<file path="src/rtl/ssp_pkg.sv">
package ssp_pkg;
  typedef enum logic {
    SSP_IDLE  = 1'b0,
    SSP_SHIFT = 1'b1
  } ssp_state_e;
endpackage

</file>
<file path="src/rtl/ssp_phase_timer.sv">
// Counts system clocks within one bit period and flags the two event edges.
module ssp_phase_timer #(
  parameter int PERIOD = 12,
  parameter int SETUP  = 10
) (
  input  logic clk,
  input  logic rst_n,
  input  logic run_i,
  input  logic restart_i,
  output logic rise_o,
  output logic bit_end_o
);
  localparam int PW = $clog2(PERIOD);

  logic [PW-1:0] ph_q, ph_d;

  always_comb begin
    ph_d = ph_q;
    if (restart_i) begin
      ph_d = '0;
    end else if (run_i) begin
      if (ph_q == PW'(PERIOD - 1)) ph_d = '0;
      else                         ph_d = ph_q + 1'b1;
    end
  end

  always_ff @(posedge clk or negedge rst_n) begin
    if (!rst_n) ph_q <= '0;
    else        ph_q <= ph_d;
  end

  // Edge that drives the shift clock high (end of the setup window).
  assign rise_o    = run_i && (ph_q == PW'(SETUP - 1));
  // Edge that closes the bit period.
  assign bit_end_o = run_i && (ph_q == PW'(PERIOD - 1));
endmodule

</file>
<file path="src/rtl/ssp_shifter.sv">
// Transmit and receive shift registers, least significant bit first.
module ssp_shifter #(
  parameter int NBITS = 8
) (
  input  logic             clk,
  input  logic             rst_n,
  input  logic             load_i,
  input  logic [NBITS-1:0] tx_byte_i,
  input  logic             tx_shift_i,
  input  logic             rx_sample_i,
  input  logic             sd_i,
  output logic             tx_bit_o,
  output logic [NBITS-1:0] rx_byte_o
);
  logic [NBITS-1:0] tx_q, tx_d;
  logic [NBITS-1:0] rx_q, rx_d;

  always_comb begin
    tx_d = tx_q;
    if (load_i)          tx_d = tx_byte_i;
    else if (tx_shift_i) tx_d = {1'b0, tx_q[NBITS-1:1]};
  end

  always_comb begin
    rx_d = rx_q;
    if (rx_sample_i) rx_d = {sd_i, rx_q[NBITS-1:1]};
  end

  always_ff @(posedge clk or negedge rst_n) begin
    if (!rst_n) begin
      tx_q <= '0;
      rx_q <= '0;
    end else begin
      tx_q <= tx_d;
      rx_q <= rx_d;
    end
  end

  assign tx_bit_o  = tx_q[0];
  assign rx_byte_o = rx_q;
endmodule

</file>
<file path="src/rtl/sync_shift_port.sv">
module sync_shift_port #(
  parameter int NBITS  = 8,
  parameter int PERIOD = 12,
  parameter int SETUP  = 10
) (
  input  logic             clk,
  input  logic             rst_n,
  input  logic             start_i,
  input  logic             dir_rx_i,
  input  logic [NBITS-1:0] tx_byte_i,
  input  logic             done_clr_i,
  input  logic             sd_i,
  output logic             sclk_o,
  output logic             sd_o,
  output logic             sd_oe_o,
  output logic             busy_o,
  output logic             done_o,
  output logic [NBITS-1:0] rx_byte_o
);
  import ssp_pkg::*;

  localparam int BW = (NBITS > 1) ? $clog2(NBITS) : 1;

  ssp_state_e    state_q, state_d;
  logic [BW-1:0] bit_q, bit_d;
  logic          sclk_q, sclk_d;
  logic          oe_q, oe_d;
  logic          done_q, done_d;
  logic          rxm_q, rxm_d;

  logic start_ok, rise, bit_end, last_bit, finish, tx_bit;

  assign start_ok = (state_q == SSP_IDLE) && start_i;
  assign last_bit = (bit_q == BW'(NBITS - 1));
  assign finish   = bit_end && last_bit;

  ssp_phase_timer #(.PERIOD(PERIOD), .SETUP(SETUP)) u_timer (
    .clk       (clk),
    .rst_n     (rst_n),
    .run_i     (state_q == SSP_SHIFT),
    .restart_i (start_ok),
    .rise_o    (rise),
    .bit_end_o (bit_end)
  );

  ssp_shifter #(.NBITS(NBITS)) u_shift (
    .clk         (clk),
    .rst_n       (rst_n),
    .load_i      (start_ok),
    .tx_byte_i   (tx_byte_i),
    .tx_shift_i  (bit_end && !last_bit),
    .rx_sample_i (rise && rxm_q),
    .sd_i        (sd_i),
    .tx_bit_o    (tx_bit),
    .rx_byte_o   (rx_byte_o)
  );

  // Next-state logic
  always_comb begin
    state_d = state_q;
    bit_d   = bit_q;
    sclk_d  = sclk_q;
    oe_d    = oe_q;
    done_d  = done_q;
    rxm_d   = rxm_q;
    if (done_clr_i) done_d = 1'b0;
    unique case (state_q)
      SSP_IDLE: begin
        if (start_i) begin
          state_d = SSP_SHIFT;
          bit_d   = '0;
          sclk_d  = 1'b0;
          oe_d    = !dir_rx_i;
          rxm_d   = dir_rx_i;
          done_d  = 1'b0;
        end
      end
      SSP_SHIFT: begin
        if (rise) sclk_d = 1'b1;
        if (finish) begin
          state_d = SSP_IDLE;
          oe_d    = 1'b0;
          done_d  = 1'b1;
        end else if (bit_end) begin
          bit_d  = bit_q + 1'b1;
          sclk_d = 1'b0;
        end
      end
      default: state_d = SSP_IDLE;
    endcase
  end

  // Registers
  always_ff @(posedge clk or negedge rst_n) begin
    if (!rst_n) begin
      state_q <= SSP_IDLE;
      bit_q   <= '0;
      sclk_q  <= 1'b1;
      oe_q    <= 1'b0;
      done_q  <= 1'b0;
      rxm_q   <= 1'b0;
    end else begin
      state_q <= state_d;
      bit_q   <= bit_d;
      sclk_q  <= sclk_d;
      oe_q    <= oe_d;
      done_q  <= done_d;
      rxm_q   <= rxm_d;
    end
  end

  assign sclk_o  = sclk_q;
  assign sd_oe_o = oe_q;
  assign sd_o    = oe_q & tx_bit;
  assign busy_o  = (state_q == SSP_SHIFT);
  assign done_o  = done_q;
endmodule

</file>
<file path="config.mk">
export PLATFORM = sky130hd
export DESIGN_NAME = sync_shift_port
export DESIGN_NICKNAME = d
export VERILOG_FILES = /design/src/rtl/ssp_pkg.sv /design/src/rtl/ssp_phase_timer.sv /design/src/rtl/ssp_shifter.sv /design/src/rtl/sync_shift_port.sv
export SDC_FILE = /design/constraint.sdc
export NUM_CORES = 1
export LEC_CHECK = 0
export CORE_MARGIN = 4
export CORE_UTILIZATION = 40
export CTS_CLUSTER_DIAMETER = 100
export DETAILED_ROUTE_END_ITERATION = 6
export GPL_TIMING_DRIVEN = 0
export PLACE_DENSITY = 0.67
export SLEW_MARGIN = 20
export SYNTH_ARGS = -nofsm -noshare
export SYNTH_HDL_FRONTEND = slang
export SYNTH_HIERARCHICAL = 1
export SYNTH_SLANG_ARGS = --single-unit
export TNS_END_PERCENT = 1
</file>
<file path="constraint.sdc">
create_clock -name clk -period 3.35 [get_ports clk]
set_input_delay 0.67 -clock clk [delete_from_list [all_inputs] [get_ports clk]]
set_output_delay 0.67 -clock clk [all_outputs]
set_load 0.01 [all_outputs]
</file>
==> metrics.txt <==
total CTS buffers=3; pwr dens=647.2 mW/mm^2; io pins=27; period utilisation layout=63.44%; HPWL Detailed=1.816 mm; min cycle time layout=2.125 ns; total gr overflow=0; Vias=934; Final Slew Violations=0; CTS tree=done; Post-CTS Setup Repair Bufs=0; H-tree depth=1; Max Cap Viol=0; DRT antenna net count=0; clk sinks=28; maximum VDD drop=0.0002968 V; Max-slew headroom=59.30%; DR pass1 iterations=4; Critical-path top delay cell=clkdlybuf4s50_1; Synth Flop Type=dfrtp_1; final hold slack=0.3384 ns; CTS max path bufs=2; post-layout util=51.59%; clock-pin slew on the worst setup and hold paths=0.14 ns; CP Class=flip-flop to output pin; Leak=0.7389 nW; CP Cell Sequence=clkdlybuf4s50_1; startpoint types=flip-flop; synth-to-layout area growth=25.43%; die width=66.58 um; setup TNS=0 ns; final WL=2.390 mm; unrepaired setup endpoints after global routing=false; Die Ht=66.58 um; post-synthesis cell type count=28; share of layout cells above drive strength 1=16.44%; CP delay by family, top=buffers and inverters; commonest non-fill, non-tap cell in the layout=dfrtp_1; PostCTS Resize Cnt=0; Post-CTS Hold Buffers=0; wire length of the first global-routing pass=4.002 mm; antenna violations before repair=0; syn nets=134; Post-synth EDFFs=0; largest net degree at the start of global routing=29; Slew @ Worst Pin=0.6106 ns; Via density=4.865; register area=701.9 sq um; highest clock rate=470.5 MHz; GPL Wtd Cong=0.7467; initial core utilization=41.13%; die area=0.004433 sq mm; outcome=finished clean; Post-Syn Area=0.001373 sq mm; Worst Path Required=2.68 ns; Hold Fails Final Rpt=0; Syn Inst Count=116; asr flop ratio synth=100.0%; PortBufs=26; drt wl/cell=12.45 um; Worst Hold Class=input pin to async pin; worst-skew pair later-pin latency=0.31 ns; number of remaining DRC errors=0; Seq cells post-synth=28; CORE AREA=0.003337 sq mm; n_diodes=0; final-report setup violation count=0; Final Skew=0.006670 ns; Largest stage delay, worst path=0.60 ns; filler cell count in the final layout=308; area of the multi-input gates=613.1 sq um; Syn Area/Cell=11.83 sq um; Seq/Total Area, Yosys=51.14%; critical path fanouts, max=11; vias in the first global route=891; worst path arrival time=1.46 ns; yosys warns=6; fin nets=165; total routing usage reported by global routing=11.69%; Buffers & Inverters on Critical Path=1; row count=21; CP endpoint kind=output pin; commonest cells after routing, fill and taps aside=dfrtp_1, clkdlybuf4s50_1, nand2_1; initial drt markers=13; CTS Root Cell=clkbuf_4
-- cell type report --
| class | instances | share of cell area [%] |
|---|---|---|
| Tap cell | 46 | 3.343 |
| Sequential cell | 28 | 40.77 |
| Timing Repair Buffer | 26 | 14.83 |
| Inverter | 2 | 0.4360 |
| Buffer | 5 | 2.907 |
| Multi-Input combinational cell | 81 | 35.61 |
| Clock buffer | 4 | 2.108 |
-- per-layer routing --
layer | up-vias | global-route usage [%] | routed length [um] | part of all wire (%)
met1 | 450 | 15.65 | 1134 | 47
met4 | 0 | 4.569 | 16 | 0.67
met2 | 20 | 18.44 | 1126 | 47
met3 | 2 | 2.361 | 113 | 4.7
met5 | - | 0 | 0 | 0
li1 | 462 | - | - | -
-- state kept, by name, summed over array words and instances (netlist names) --
| signal | flops |
|---|---|
| sclk_o | 1 |
| u_timer/ph_q | 4 |
| sd_oe_o | 1 |
| u_shift/rx_byte_o | 8 |
| u_shift/tx_q | 8 |
| busy_o | 1 |
| bit_q | 3 |
| done_o | 1 |
| rxm_q | 1 |
-- where the power goes --
part           switching (mW)  internal [mW]
combinational           0.159          0.233
clock                  0.0922         0.0663
sequential              0.100          0.463
total                   0.352          0.762
-- Yosys cell counts (2+ instances only) --
cell type / count / share of area [%]
a21oi_1: 2 / 0.73
a22o_1: 2 / 1.3
and2_1: 2 / 0.91
and4b_1: 2 / 1.5
buf_6: 4 / 3.3
dfrtp_1: 27 / 49
ha_1: 4 / 3.6
inv_1: 2 / 0.55
mux2_2: 2 / 1.6
mux2_4: 8 / 8.8
mux2i_1: 9 / 6.6
nand2_1: 16 / 4.4
nand2b_1: 3 / 1.4
nand3_1: 3 / 1.1
nand3b_1: 2 / 1.1
nor2_1: 6 / 1.6
o211ai_1: 2 / 1.1
o21ai_0: 3 / 1.1
o21ai_1: 8 / 2.9
-- metrics by stage --
stage	setup WS (ns)	cells	total power [mW]	area, sq um
after floorplan	1.588	116	0.8148	1373
after global placement	1.109	188	0.9443	1690
after detailed placement	1.084	188	0.9704	1685
after CTS	1.198	192	1.131	1722
after global routing	1.132	192	1.202	1722
final	1.225	192	1.114	1722
-- final timing paths --
path | startpoint | slack [ns] | to | cells past startpoint
worst max-delay path | busy_o | 1.22 | busy_o | 1
worst min-delay path | rst_n | 0.34 | u_shift/rx_byte_o[6] | 1
worst max register to register | u_timer/ph_q[0] | 1.36 | u_shift/tx_q[2] | 8
worst min register to register | rxm_q | 0.51 | rxm_q | 1
max in group asynchronous | rst_n | 2.61 | u_shift/tx_q[3] | 1
min in group clk | rxm_q | 0.51 | rxm_q | 1
-- cells by family (layout without fill, tap and decap cells) --
| logic type | count (synthesis) | in the layout | share of synthesized area, % |
|---|---|---|---|
| buf+inv | 7 | 37 | 4.193 |
| compound gates | 20 | 20 | 8.751 |
| flops | 28 | 28 | 51.14 |
| simple gates | 37 | 37 | 14.13 |
| mux | 19 | 19 | 16.96 |
| xor+xnor | 1 | 1 | 1.185 |
| fa+ha+maj | 4 | 4 | 3.646 |
(Power assumes the default switching activity.)
